`src/rtl/twc_pkg.sv`:
```
package twc_pkg;

  typedef enum logic [1:0] {
    PH_OTHER     = 2'b00,
    PH_RX_READ   = 2'b01,
    PH_TX_WRITE  = 2'b10,
    PH_CMD_WRITE = 2'b11
  } phase_kind_e;

  localparam int CTL_W   = 32;
  localparam int WDIS_BIT = 19;
  localparam int SEM_LO  = 14;
  localparam int SEM_W   = 3;

endpackage

```
`src/rtl/twc_ctl_reg.sv`:
```
module twc_ctl_reg #(
  parameter int REG_W  = twc_pkg::CTL_W,
  parameter int WD_BIT = twc_pkg::WDIS_BIT,
  parameter int SM_LO  = twc_pkg::SEM_LO,
  parameter int SM_W   = twc_pkg::SEM_W
) (
  input  logic             clk,
  input  logic             rst_n,
  input  logic             wr_en,
  input  logic [REG_W-1:0] wr_data,
  output logic             wait_dis,
  output logic [REG_W-1:0] rd_data
);
  localparam int SM_HI = SM_LO + SM_W - 1;

  logic            wd_q;
  logic [SM_W-1:0] sem_q;

  always_ff @(posedge clk or negedge rst_n) begin
    if (!rst_n) begin
      wd_q  <= 1'b0;
      sem_q <= '0;
    end else if (wr_en) begin
      wd_q  <= wr_data[WD_BIT];
      sem_q <= wr_data[SM_HI:SM_LO];
    end
  end

  always_comb begin
    rd_data              = '0;
    rd_data[WD_BIT]      = wd_q;
    rd_data[SM_HI:SM_LO] = sem_q;
  end

  assign wait_dis = wd_q;

  // a write lands in the register one cycle later
  assert_write_lands_R9: assert property (@(posedge clk) disable iff (!rst_n)
    wr_en |=> (wait_dis == $past(wr_data[WD_BIT])));

endmodule

```
`src/rtl/twc_resource_sel.sv`:
```
module twc_resource_sel (
  input  logic [1:0] kind,
  input  logic       rx_avail,
  input  logic       tx_full,
  input  logic       cmd_busy,
  output logic       res_ready
);
  import twc_pkg::*;

  phase_kind_e k;
  assign k = phase_kind_e'(kind);

  always_comb begin
    unique case (k)
      PH_RX_READ:   res_ready = rx_avail;
      PH_TX_WRITE:  res_ready = ~tx_full;
      PH_CMD_WRITE: res_ready = ~cmd_busy;
      default:      res_ready = 1'b1;
    endcase
  end

endmodule

```
`src/rtl/twc_wait_timer.sv`:
```
module twc_wait_timer #(
  parameter int WAIT_LIMIT = 8
) (
  input  logic clk,
  input  logic rst_n,
  input  logic pci_mode,
  input  logic wait_dis,
  input  logic phase_valid,
  input  logic res_ready,
  input  logic txn_end,
  output logic trdy,
  output logic stop
);
  localparam int CNT_W = $clog2(WAIT_LIMIT + 1);
  localparam logic [CNT_W-1:0] LIMIT = CNT_W'(WAIT_LIMIT);

  logic [CNT_W-1:0] wait_cnt;
  logic             stop_hold;
  logic             blocked;
  logic             stop_now;
  logic             limit_hit;

  assign limit_hit = (wait_cnt == LIMIT);
  assign blocked   = phase_valid & ~res_ready & ~stop_hold;
  assign stop_now  = pci_mode & blocked & (wait_dis | limit_hit);
  assign trdy      = phase_valid & res_ready & ~stop_hold;
  assign stop      = stop_hold | stop_now;

  always_ff @(posedge clk or negedge rst_n) begin
    if (!rst_n) begin
      stop_hold <= 1'b0;
    end else if (txn_end) begin
      stop_hold <= 1'b0;
    end else if (stop_now) begin
      stop_hold <= 1'b1;
    end
  end

  always_ff @(posedge clk or negedge rst_n) begin
    if (!rst_n) begin
      wait_cnt <= '0;
    end else if (!phase_valid || trdy || stop_now || stop_hold || txn_end) begin
      wait_cnt <= '0;
    end else if (blocked && !limit_hit) begin
      wait_cnt <= wait_cnt + 1'b1;
    end
  end

  assert_trdy_stop_excl_R5: assert property (@(posedge clk) disable iff (!rst_n)
    !(trdy && stop));

  assert_wait_bound_R5: assert property (@(posedge clk) disable iff (!rst_n)
    wait_cnt <= LIMIT);

  assert_trdy_needs_ready_R1: assert property (@(posedge clk) disable iff (!rst_n)
    trdy |-> res_ready);

  assert_stop_held_R6: assert property (@(posedge clk) disable iff (!rst_n)
    (stop && !txn_end) |=> stop);

  assert_stop_released_R6: assert property (@(posedge clk) disable iff (!rst_n)
    (txn_end && !stop_now) |=> !stop_hold);

  assert_immediate_disc_R7: assert property (@(posedge clk) disable iff (!rst_n)
    (pci_mode && wait_dis && phase_valid && !res_ready) |-> stop);

  assert_no_stop_off_mode_R8: assert property (@(posedge clk) disable iff (!rst_n)
    (!pci_mode && !stop_hold) |-> !stop);

endmodule

```
`src/rtl/twc_target_wait.sv`:
```
module twc_target_wait #(
  parameter int WAIT_LIMIT = 8,
  parameter int REG_W      = twc_pkg::CTL_W
) (
  input  logic             clk,
  input  logic             rst_n,
  input  logic             host_mode_pci,
  input  logic             phase_valid,
  input  logic [1:0]       phase_kind,
  input  logic             txn_end,
  input  logic             rx_avail,
  input  logic             tx_full,
  input  logic             cmd_busy,
  input  logic             ctl_wr_en,
  input  logic [REG_W-1:0] ctl_wr_data,
  output logic [REG_W-1:0] ctl_rd_data,
  output logic             trdy,
  output logic             stop
);
  logic wait_dis;
  logic res_ready;

  twc_ctl_reg #(.REG_W(REG_W)) u_ctl (
    .clk     (clk),
    .rst_n   (rst_n),
    .wr_en   (ctl_wr_en),
    .wr_data (ctl_wr_data),
    .wait_dis(wait_dis),
    .rd_data (ctl_rd_data)
  );

  twc_resource_sel u_sel (
    .kind     (phase_kind),
    .rx_avail (rx_avail),
    .tx_full  (tx_full),
    .cmd_busy (cmd_busy),
    .res_ready(res_ready)
  );

  twc_wait_timer #(.WAIT_LIMIT(WAIT_LIMIT)) u_timer (
    .clk        (clk),
    .rst_n      (rst_n),
    .pci_mode   (host_mode_pci),
    .wait_dis   (wait_dis),
    .phase_valid(phase_valid),
    .res_ready  (res_ready),
    .txn_end    (txn_end),
    .trdy       (trdy),
    .stop       (stop)
  );

  // reserved positions never read back as one
  assert_reserved_zero_R10: assert property (@(posedge clk) disable iff (!rst_n)
    (ctl_rd_data[31:20] == '0) && (ctl_rd_data[18:17] == '0) && (ctl_rd_data[13:0] == '0));

endmodule

```
`config.mk`:
```
export PLATFORM = sky130hd
export DESIGN_NAME = twc_target_wait
export DESIGN_NICKNAME = d
export VERILOG_FILES = /design/src/rtl/twc_pkg.sv /design/src/rtl/twc_ctl_reg.sv /design/src/rtl/twc_resource_sel.sv /design/src/rtl/twc_wait_timer.sv /design/src/rtl/twc_target_wait.sv
export SDC_FILE = /design/constraint.sdc
export NUM_CORES = 1
export LEC_CHECK = 0
export ABC_CLOCK_PERIOD_IN_PS = 2850
export BUFFER_PORTS_ARGS = -buffer_cell sky130_fd_sc_hd__clkbuf_2
export CORE_AREA = 2 2 48 50
export CTS_CLUSTER_DIAMETER = 30
export CTS_CLUSTER_SIZE = 14
export DETAILED_ROUTE_END_ITERATION = 6
export DIE_AREA = 0 0 50 52
export GPL_TIMING_DRIVEN = 1
export PLACE_DENSITY = 0.78
export RECOVER_POWER = 25
export SLEW_MARGIN = 20
export SYNTH_ARGS = -nofsm -noshare
export SYNTH_HDL_FRONTEND = slang
export SYNTH_SLANG_ARGS = --single-unit
```
`constraint.sdc`:
```
create_clock -name clk -period 2.85 [get_ports clk]
set_input_delay 0.285 -clock clk [delete_from_list [all_inputs] [get_ports clk]]
set_output_delay 0.285 -clock clk [all_outputs]
set_load 0.02 [all_outputs]
```
# Word-level counts from Yosys, hierarchy flattened
# Cells that the tools add are included.
# totals
in_bits,43
output_inout_bits,34
regBits,9
mem_count,0
wordCells,35
mem_bits_rw,0
mem_bits_ro,0
latchBits,0
# classes
eq_ne,4
n_mux,5
magnitude_cmp,0
div_mod_pow,0
n_reduce_logical,9
n_mul,0
n_shift,0
bitwise_logic,12
addsub,1
# ops
cell,count
two-way mux 4 bit,2
AND 1 bit,6
adder 4 x 1 -> 4 bit (second input constant),1
equality test 2 bit (second input constant),2
equality test 4 bit (second input constant),1
logical OR 1 bit,4
NOT 1 bit,4
nonzero test 2 bit,2
case mux 1 bit (3 select lines),1
equality test 2 x 1 -> 1 bit (second input constant),1
zero test 1 bit,2
two-way mux 1 bit,2
bitwise OR 1 bit,2
logical AND 1 bit,1

# Logic depth before layout (Yosys ltp)
# logic_depth
word_depth,11
depth_mapped,6
mapped_depth_nobuf,5

# Modules after synthesis
# A second synthesis with hierarchy kept.
# hier_totals
cells_unflattened,73
hier_area_um2,704.4
# modules_own_cells
mod,area_per_inst_um2,n_inst,cells_each,seq_area_each_um2
twc_ctl_reg,366.6,1,38,100.1
twc_wait_timer,305.3,1,32,125.1
twc_resource_sel,32.5,1,3,0.0

# Worst setup path before layout
# No wires, ideal clock.
# synth_path
path_type,register -> output
startpoint,register u_timer.wait_cnt[0]
endpoint,output port stop
slack_ns,1.244
t_required_ns,2.565
t_arrival_ns,1.321
path_buffers,1
path_stages_with_launch,7
path_cell_list,dfrtp_1 -> inv_1 -> ha_1 -> and3b_1 -> buf_2 -> o211ai_1 -> o21bai_1
# synth_via
elab_chain_cells,4
# synth_rtl
element,line_no,source
from (decl),twc_wait_timer.sv:17,logic [CNT_W-1:0] wait_cnt;
from (signal assigned),twc_wait_timer.sv:45,wait_cnt <= wait_cnt + 1'b1;
equality test 4 bit,twc_wait_timer.sv:23,assign limit_hit = (wait_cnt == LIMIT);
bitwise OR 1 bit,twc_wait_timer.sv:25,assign stop_now = pci_mode & blocked & (wait_dis | limit_hit);
AND 1 bit,twc_wait_timer.sv:25,
bitwise OR 1 bit,twc_wait_timer.sv:27,assign stop = stop_hold | stop_now;
to (decl),twc_target_wait.sv:18,output logic stop
# Every way passes these cells.

# Worst setup path in the final report
# Ends and elaborated chain as after synthesis.

==> impl_metrics.env <==
export IMPL_hold_depth=2
export IMPL_path_buf_inv=2
export IMPL_gp_congestion=0.6751
export IMPL_rr_worst_depth=4
export IMPL_synthArstFlopShare_pct=100.0
export IMPL_grt_use_total_pct=8.308
export IMPL_initial_core_util_pct=33.93
export IMPL_skew_ns=0.001160
export IMPL_post_synth_num_cell_types=24
export IMPL_drtPass1Iterations=2
export IMPL_drive_gt1_share_pct=31.18
export IMPL_synth_edf_count=0
export IMPL_power_leakage_nw=0.3920
export IMPL_period_share_pct=66.53
export IMPL_synth_top_area_share_pct=31.52
export IMPL_ant_nets=0
export IMPL_cts_tree="done"
export IMPL_wl_um=1024
export IMPL_ys_seq_area_share_pct=31.52
export IMPL_setup_viol=0
export IMPL_area_growth_pct=6.830
export IMPL_synth_top_area_cell="dfrtp_1"
export IMPL_reg2reg_to="u_timer.wait_cnt[2]"
export IMPL_crit_required_ns=2.57
export IMPL_ir_drop_v=0.0002623
export IMPL_grt_max_degree=10
export IMPL_critPathCaptureType="output pin"
export IMPL_antenna_found_initial=0
export IMPL_dieArea_um2=2600
export IMPL_num_vias=475
export IMPL_viasPerCell=3.926
export IMPL_power_uw=318.3
export IMPL_post_route_min_period_ns=1.896
export IMPL_hold_viol=0
export IMPL_cap_viol_max_count=0
export IMPL_drtIter0Drc=2
export IMPL_dpl_cell_count=116
export IMPL_cpLargestDelayFamily="flip-flops"
export IMPL_register_area_um2=225.2
export IMPL_reg2reg_slack_ns=1.45
export IMPL_wl_met3_um=93
export IMPL_crit_fanout=5
export IMPL_clkLatencyLatePin_ns=0.25
export IMPL_finalNonFillerCells=121
export IMPL_dr_max_layer_used="met4"
export IMPL_ioPinCount=77
export IMPL_rows=17
export IMPL_crit_type="reg2out"
export IMPL_post_cts_setup_buffers=0
export IMPL_status="completed"
export IMPL_cts_root_buf="clkbuf_4"
export IMPL_multiInputGateArea_um2=356.6
export IMPL_synth_seq_cells=9
export IMPL_maxSlewViolCount=0
export IMPL_placeableCoreArea_um2=2106
export IMPL_timing_hold_ws_ns=0.2656
export IMPL_fp_dieW_um=50
export IMPL_wl_met1_um=371
export IMPL_arrival_ns=1.61
export IMPL_clockBufferDepth=2
export IMPL_detail_route_drc_violations=0
export IMPL_yosysMostFrequentCell="buf_4"
export IMPL_whs_endpoint="u_ctl.sem_q[1]"
export IMPL_synth_main_ff_cell="dfrtp_1"
export IMPL_cts_made_buffers=3
export IMPL_min_path_type="in2reg"
export IMPL_crit_path_start_kind="register"
export IMPL_antenna_diode_count=0
export IMPL_numPortBuffers=20
export IMPL_path_clk_slew_ns=0.06
export IMPL_h_tree_depth=1
export IMPL_synth_area_um2=714.4
export IMPL_fin_nets=139
export IMPL_yosysWarningCount=0
export IMPL_cpPeakStageDelay_ns=0.40
export IMPL_grt_pass1_wl_um=1600
export IMPL_hp_start="ctl_wr_data[15]"
export IMPL_slowest_stage="dfrtp_1"
export IMPL_synth_cells=71
export IMPL_synthTopCellsByCount="buf_4 (29), dfrtp_1 (9), mux2_2 (4), inv_1 (3), nor3_1 (3)"
export IMPL_syn_area_per_cell_um2=10.06
export IMPL_tns_ns=0
export IMPL_max_freq_mhz=527.4
export IMPL_cts_resized=0
export IMPL_clock_sinks=9
export IMPL_grt_pass1_vias=393
export IMPL_wl_per_cell_um=8.463
export IMPL_grt_setup_unrepaired="no"
export IMPL_reg2reg_from="u_timer.wait_cnt[0]"
export IMPL_path_cells="inv_1 -> ha_1 -> and3b_1 -> o211ai_1 -> o21bai_1 -> clkbuf_2"
export IMPL_dr_wl_met2_um=547
export IMPL_grt_overflow_total=0
export IMPL_power_density_nw_per_um2=417.1
export IMPL_die_height_um=52
export IMPL_dp_hpwl_um=904.2
export IMPL_fillers=208
export IMPL_synthTopCellsByArea="dfrtp_1 (32%), buf_4 (30%), mux2_2 (6.3%)"
==> repair_timing <==
action                                  CTS  global route
hold endpoints to repair                  9             0
hold buffers                              1             0
endpoints found under the setup margin    0             0
==> cell usage in the layout (no fill, tap or decap), types with 2 or more instances in the layout <==
master | Yosys | routed
inv_1 | 3 | 3
clkbuf_1 | 0 | 2
clkbuf_4 | 0 | 3
dfrtp_1 | 9 | 9
ha_1 | 2 | 2
clkbuf_2 | 0 | 19
mux2_2 | 4 | 4
nor3_1 | 3 | 3
conb_1 | 1 | 28
nand3_1 | 2 | 2
xnor2_1 | 2 | 2
and3b_1 | 2 | 2
==> per-layer routing <==
layer  vias to the layer above  global-route usage [%]
met5                         -                       0
met4                         0                   5.556
met3                         2                  0.8621
met2                        34                   15.79
met1                       213                   8.526
li1                        226                       -
==> report_power, final <==
group	internal (mW)	leakage (nW)	switching [mW]
sequential	0.135	0.116	0.00498
combinational	0.0253	0.261	0.0615
clock	0.0536	0.0150	0.0384
==> state kept, by name, summed over array words and instances (netlist names) <==
signal             cells
u_timer.stop_hold      1
u_ctl.wait_dis         1
u_ctl.sem_q            3
u_timer.wait_cnt       4
==> worst max-delay path by stage <==
stage | start | end | cells past startpoint
after floorplan | u_timer.wait_cnt[0] | stop | 6
after global placement | u_timer.wait_cnt[0] | stop | 6
after detailed placement | u_timer.wait_cnt[0] | stop | 6
after CTS | u_timer.wait_cnt[0] | stop | 6
after global routing | u_timer.wait_cnt[1] | stop | 6
final | u_timer.wait_cnt[0] | stop | 6
==> cell families after synthesis <==
| family | after synthesis | share of synthesized area (%) |
|---|---|---|
| compound gates | 5 | 6.832 |
| xor+xnor | 3 | 3.678 |
| fa+ha+maj | 2 | 3.502 |
| buf+inv | 33 | 32.75 |
| flops | 9 | 31.52 |
| mux | 6 | 9.806 |
| other cells | 1 | 0.5249 |
| simple gates | 12 | 11.38 |
==> cell type report <==
cell class              instances  share of cell area, %
multi-input cells              56                  46.72
flip-flops and latches          9                  29.51
repair buffers                 21                  14.26
well taps                      28                  4.590
clock buffers                   4                  3.443
inverters                       3                  1.475
==> through the flow <==
stage	util [%]	area [um2]	setup slack, ns
floorplan	-	815.8	1.244
global placement	34.58	728.2	1.262
detailed placement	34.58	728.2	1.211
CTS	36.30	764.5	0.9366
global route	36.24	763.2	0.8956
finish	36.24	763.2	0.9540
Power figures use the tool's default switching activity.
